## src/rtl/mux_bus_seq.sv

```systemverilog
module mux_bus_seq #(
  parameter int AW = 20,
  parameter int DW = 16
) (
  input  logic          clk,
  input  logic          rst_n,
  input  logic          req_valid,
  output logic          req_ready,
  input  logic [AW-1:0] req_addr,
  input  logic [DW-1:0] req_wdata,
  input  logic          req_write,
  input  logic          req_bhe,
  input  logic          req_io,
  output logic [DW-1:0] rdata,
  output logic          done,
  output logic [DW-1:0] ad_out,
  output logic          ad_oe,
  input  logic [DW-1:0] ad_in,
  output logic [AW-DW-1:0] as_out,
  output logic          ale,
  output logic          rd_n,
  output logic          wr_n,
  output logic          den_n,
  output logic          dt_r,
  output logic          m_io,
  output logic          bhe_n,
  input  logic          ready
);
  localparam int UW = AW - DW;

  typedef enum logic [2:0] {S_IDLE, S_T1, S_T2, S_T3, S_TW, S_T4} phase_t;
  phase_t st;

  logic [AW-1:0] a_q;
  logic [DW-1:0] wd_q;
  logic          wr_q, bhe_q, io_q, rdy_q;
  logic          strobe;
  logic          capture;

  assign req_ready = (st == S_IDLE);
  assign capture   = !wr_q && ((st == S_T3 && rdy_q) || (st == S_TW && ready));

  always_ff @(posedge clk or negedge rst_n) begin
    if (!rst_n) begin
      st    <= S_IDLE;
      a_q   <= '0;
      wd_q  <= '0;
      wr_q  <= 1'b0;
      bhe_q <= 1'b0;
      io_q  <= 1'b0;
      rdy_q <= 1'b1;
      rdata <= '0;
    end else begin
      if (capture) rdata <= ad_in;
      case (st)
        S_IDLE: if (req_valid) begin
          a_q   <= req_addr;
          wd_q  <= req_wdata;
          wr_q  <= req_write;
          bhe_q <= req_bhe;
          io_q  <= req_io;
          st    <= S_T1;
        end
        S_T1: st <= S_T2;
        S_T2: begin
          rdy_q <= ready;
          st    <= S_T3;
        end
        S_T3: st <= rdy_q ? S_T4 : S_TW;
        S_TW: if (ready) st <= S_T4;
        S_T4: st <= S_IDLE;
        default: st <= S_IDLE;
      endcase
    end
  end

  assign strobe = (st == S_T2) || (st == S_T3) || (st == S_TW);
  assign ale    = (st == S_T1);
  assign done   = (st == S_T4);
  assign rd_n   = !(strobe && !wr_q);
  assign wr_n   = !(strobe && wr_q);
  assign den_n  = !strobe;
  assign dt_r   = (st != S_IDLE) && wr_q;
  assign m_io   = (st != S_IDLE) && io_q;
  assign bhe_n  = !(ale && bhe_q);
  assign ad_oe  = ale || (wr_q && (strobe || done));
  assign ad_out = ale ? a_q[DW-1:0] : (wr_q ? wd_q : '0);
  assign as_out = ale ? a_q[AW-1:DW] :
                  (st == S_IDLE) ? '0 : {{(UW-2){1'b0}}, io_q, wr_q};


  strobe_excl_chk: assert property (@(posedge clk) disable iff (!rst_n)
    !(!rd_n && !wr_n));

  ale_pulse_chk: assert property (@(posedge clk) disable iff (!rst_n)
    ale |=> !ale);

  t4_quiet_chk: assert property (@(posedge clk) disable iff (!rst_n)
    done |-> (rd_n && wr_n && den_n));

  rd_release_chk: assert property (@(posedge clk) disable iff (!rst_n)
    !rd_n |-> !ad_oe);

  accept_chk: assert property (@(posedge clk) disable iff (!rst_n)
    (req_valid && req_ready) |=> ale);

  done_idle_chk: assert property (@(posedge clk) disable iff (!rst_n)
    done |=> (req_ready && !done));

  wait_hold_chk: assert property (@(posedge clk) disable iff (!rst_n)
    (st == S_TW && !ready) |=> (st == S_TW));
endmodule

```

## config.mk

```make
export PLATFORM = sky130hd
export DESIGN_NAME = mux_bus_seq
export DESIGN_NICKNAME = d
export VERILOG_FILES = /design/src/rtl/mux_bus_seq.sv
export SDC_FILE = /design/constraint.sdc
export NUM_CORES = 1
export LEC_CHECK = 0
export BUFFER_PORTS_ARGS = -buffer_cell sky130_fd_sc_hd__clkbuf_2
export CELL_PAD_IN_SITES_DETAIL_PLACEMENT = 0
export CELL_PAD_IN_SITES_GLOBAL_PLACEMENT = 1
export CORE_ASPECT_RATIO = 1.75
export CORE_UTILIZATION = 40
export DETAILED_ROUTE_END_ITERATION = 8
export PLACE_DENSITY = 0.94
export RECOVER_POWER = 100
export SLEW_MARGIN = 0
export SYNTH_ARGS = -nofsm -noshare
export SYNTH_HDL_FRONTEND = slang
export SYNTH_SLANG_ARGS = --single-unit
```

## constraint.sdc

```tcl
create_clock -name clk -period 5.4 [get_ports clk]
set_clock_uncertainty 0.15 [all_clocks]
set_input_delay 0.27 -clock clk [delete_from_list [all_inputs] [get_ports clk]]
set_output_delay 0.27 -clock clk [all_outputs]
set_load 0.005 [all_outputs]
```

Yosys cells after proc, flatten, opt, wreduce, memory -nomap -nowiden
Cells that the tools add are included.
W data, S select, Z words.
{"block": "totals", "register_bits": 59, "wordCells": 46, "out_inout_bits": 46}
{"block": "classes", "muxes": 8, "reduce_logical": 23, "n_eq_ne": 7}
{"op": "$mux W16", "n": 2}
{"op": "$pmux W3 S5", "n": 1}
{"op": "$logic_and A1 B1 Y1", "n": 9}
{"op": "$eq A3 B2 Y1 const B", "n": 2}
{"op": "$eq A3 B3 Y1 const B", "n": 2}
{"op": "$mux W3", "n": 2}
{"op": "$logic_not A1 Y1", "n": 5}
{"op": "$logic_or A1 B1 Y1", "n": 5}
{"op": "$mux W4", "n": 1}
{"op": "$ne A2 B2 Y1 const B", "n": 2}
{"op": "$reduce_and A2 Y1", "n": 2}
{"op": "$eq A3 B1 Y1 const B", "n": 1}
{"op": "$logic_not A3 Y1", "n": 1}
{"op": "$reduce_bool A3 Y1", "n": 1}
{"op": "$mux W2", "n": 1}
{"op": "$mux W1", "n": 1}

Longest topological paths before layout
{"block": "logic_depth", "depth_word": 6, "ltp_mapped": 6}

Worst setup path after synthesis
Ideal clock, no wire load.
{"block": "synth_path", "path_kind": "flip-flop to flip-flop", "start": "register st[0]", "end": "register a_q[0]", "t_arrival_ps": 1457, "path_buffers": 3, "required_time_ps": 5125, "stages_incl_launch_ff": 7, "slack_ps": 3668, "synth_period_minus_slack_ps": 1732, "path_cell_list": "dfrtp_1 > buf_4 > nor3_4 > and2_4 > buf_12 > buf_12 > mux2_4"}
{"block": "synth_between", "elab_chain_len": 2}
{"item": "start: declaration", "line": "32", "source": "phase_t st;"}
{"item": "start signal: assignment", "line": "69", "source": "S_T3: st <= rdy_q ? S_T4 : S_TW;"}
{"item": "$logic_not A3 Y1"}
{"item": "named net req_ready", "line": "8", "source": "output logic req_ready,"}
{"item": "$reduce_and A2 Y1 (no line)"}
{"item": "end signal: assignment", "line": "57", "source": "a_q <= req_addr;"}
{"item": "end: declaration", "line": "34", "source": "logic [AW-1:0] a_q;"}
The timed path passes the listed nets, and every way through them passes these cells.
A chain may end at the register's enable or synchronous reset.

Final worst setup path
{"block": "layout_path", "start": "register st[0]", "end": "output as_out[1]"}
{"block": "layout_between", "elab_chain_len": 3, "elab_cells_between_ends": 4}
{"item": "$logic_not A3 Y1", "line": "89", "source": "(st == S_IDLE) ? '0 : {{(UW-2){1'b0}}, io_q, wr_q};"}
{"item": "$mux W2", "line": "89"}
{"item": "$mux W4 (*)", "line": "88", "source": "assign as_out = ale ? a_q[AW-1:DW] :"}
{"item": "end: declaration", "line": "19", "source": "output logic [AW-DW-1:0] as_out,"}
Mark *: on every way between the ends. The rest lies on a longest branch, timed or not.

==> run metrics <==
Pwr Density 623 nW/µm²; total core area 6540 µm²; WP depth 4; Area contributors post-synth dfrtp_1 54%, mux2_2 20%, mux2_4 5.6%, nand2_1 4.7%, o21ai_0 3.5%; NumNets Final 371; WP buf/inv 2; NetSw 680 µW; Starting Density 0.414; Die H 111 µm; Die ar. 7110 µm²; adder-cell share of the synthesized area 0; Worst R2R End a_q[1]; pin count of the biggest net entering global routing 60; vias 1932; first-pass GRT wire length 9.80 mm; register bit total from synthesis 59; fin crit period 3820 ps; failing checks max-capacitance violations, max-slew violations; commonest non-fill, non-tap cells in the layout 96 x clkbuf_2, 58 x dfrtp_1, 49 x mux2_2; Slew HR -0.685; mean post-synth cell area 13.0 µm²; worst hold start req_wdata[12]; synth warn 0; main combinational cell family by area after synthesis multiplexers; xor/xnor share of the synthesized area 0.00324; Synth Instances 208; Startpoint Class flip-flop; TritonCTS clock tree done; Root Driver clkbuf_16; area grow syn2layout 26.6%; All-Layer GR Usage 0.187; Cell Count Post-Placement 382; switch share 0.319; hold slack 9.87 ps; vias in the first global route 2100; Slowest-stage cell, CP nor3b_1; clock share of power 0.232; Clock transition at path regs 50 ps; worst slew pin tran 2530 ps; First-pass DRT Iterations 4; crit path max fanout 22; worst r2r src st[1]; outcome finished, violations left; Total Wirelength 5.85 mm; I/O pin total 105; pre-CTS WS 2560 ps; sequential cell area fraction in the yosys report 0.546; clk sink count 59; Setup TNS Final 0 ps; RSZ-0062 raised after global routing false; per-cell routed wire length 14.8 µm; Pins Over Slew Limit 63; total power 2.13 mW; WP data required 4980 ps; top cell type by total area after synthesis dfrtp_1; layout cells sized above 1 0.518; Internal 1.45 mW; Die Wd 64.2 µm; WHS Endpoint wd_q[12]; number of fill cells 615; Crit path largest cell delay 1610 ps; Max-cap violations 3; 1st-iter DRT viols 66; Layout Cells excl Fill 395; commonest non-fill, non-tap cell in the layout clkbuf_2; Mapped Nets 267; Reg power frac 0.394; worst skew pair latency 320 ps; share of the synthesized area in the top cell type 0.537; GPL Wtd Cong 0.757; antenna violations before repair 0; Final Hold Fails 0; post-synthesis mux area share 0.255; Lkg Pwr 1.63 nW; setup slack after layout 1580 ps; cell family contributing the most delay on the critical path simple AND/OR/NAND/NOR gates; compound-cell area share of the yosys netlist 0.0476; Hold WC Path Type primary input to flip-flop; r2r setup slk 1790 ps; WS Path Type flip-flop to output pin; DR vias/cell 4.89; Routed Antenna Nets 0; Hold Crit Depth 2; H-tree depth 3; R2R cell count 3; max frequency 262 MHz; DRC violations left 0; fin crit share 0.707; GRT overflow 0; Core Rows 39; CTS Buf Count 9; Post CTS Setup Buffer Count 0; Combinational Power Share 0.374; n_diodes 0; setup violators final 0; Yosys cell types 27; Peak VDD IR 0.306 mV; arrival time worst endpoint 3400 ps; Final Util 0.524; IO buf count 104; CP endpoint kind output pin; crit path cell chain nor3b_1 -> buf_4 -> mux2_2 -> clkbuf_2; Post-DP Area 3230 µm²; Detailed Place HPWL 4.16 mm; Synth Area in Simple Gates 0.105; final standard cell area without fillers 3420 µm²; Clock Path Buffers 2; Synth Cell Area 2710 µm²
area by class of cell:
type,instances,area [µm²],area share
Tap cell,82,103,0.0300
Clock buffer,12,256,0.0749
Sequential cell,59,1480,0.431
Multi-Input combinational cell,135,1050,0.307
Timing Repair Buffer,107,536,0.156
synth_stat cells (all sizes together):
cell type and count:
nor2 2, nand4bb 1, nand4b 1, mux2 58, nand2 34, or2 1
nor2b 5, nand2b 1, buf 11, o21ai 19, a21o 1, a21oi 3
dfrtp 58, nor3 1, and2 3, clkbuf 3, nor3b 2, and2b 1
dfstp 1, and3b 1, xnor2 1
registers in the layout, indices dropped and copies added (netlist names):
signal,cells
rdy_q,1
io_q,1
rdata,16
wr_q,1
wd_q,16
st,3
bhe_q,1
a_q,20
power groups by stage:
stage | Sequential (mW) | Combinational [mW] | Clock, mW
global placement | 0.847 | 0.833 | 0
global route | 0.881 | 0.883 | 0.525
finish | 0.840 | 0.798 | 0.495
detailed placement | 0.863 | 0.853 | 0
CTS | 0.857 | 0.861 | 0.507
floorplan | 0.778 | 0.628 | 0
timing repair:
action,CTS,global route
gates resized for setup,0,0
hold endpoints to repair,58,0
hold buffers,1,0
logic make-up after synthesis:
kind of cell	after synthesis
and+or+nand+nor	53
DFF	59
buffers and inverters	14
AOI/OAI and AO/OA	23
muxes	58
xor gates and xnor gates	1
metal layers:
layer  GRT usage  part of all wire  wire, µm  vias up
li1            -                 -         -      911
met1       0.188              0.35      2040      934
met2       0.318              0.56      3250       60
met3      0.0535             0.041       241       27
met4       0.136             0.053       307        0
met5           0                 0         0        -
worst max path at each step:
| stage | from | end |
|---|---|---|
| floorplan | st[0] | a_q[0] |
| detailed placement | st[0] | as_out[1] |
| finish | st[0] | as_out[1] |
| global route | st[0] | as_out[0] |
| global placement | st[0] | as_out[1] |
| CTS | st[0] | as_out[1] |
Note: power is estimated with default switching activity, not from simulation.
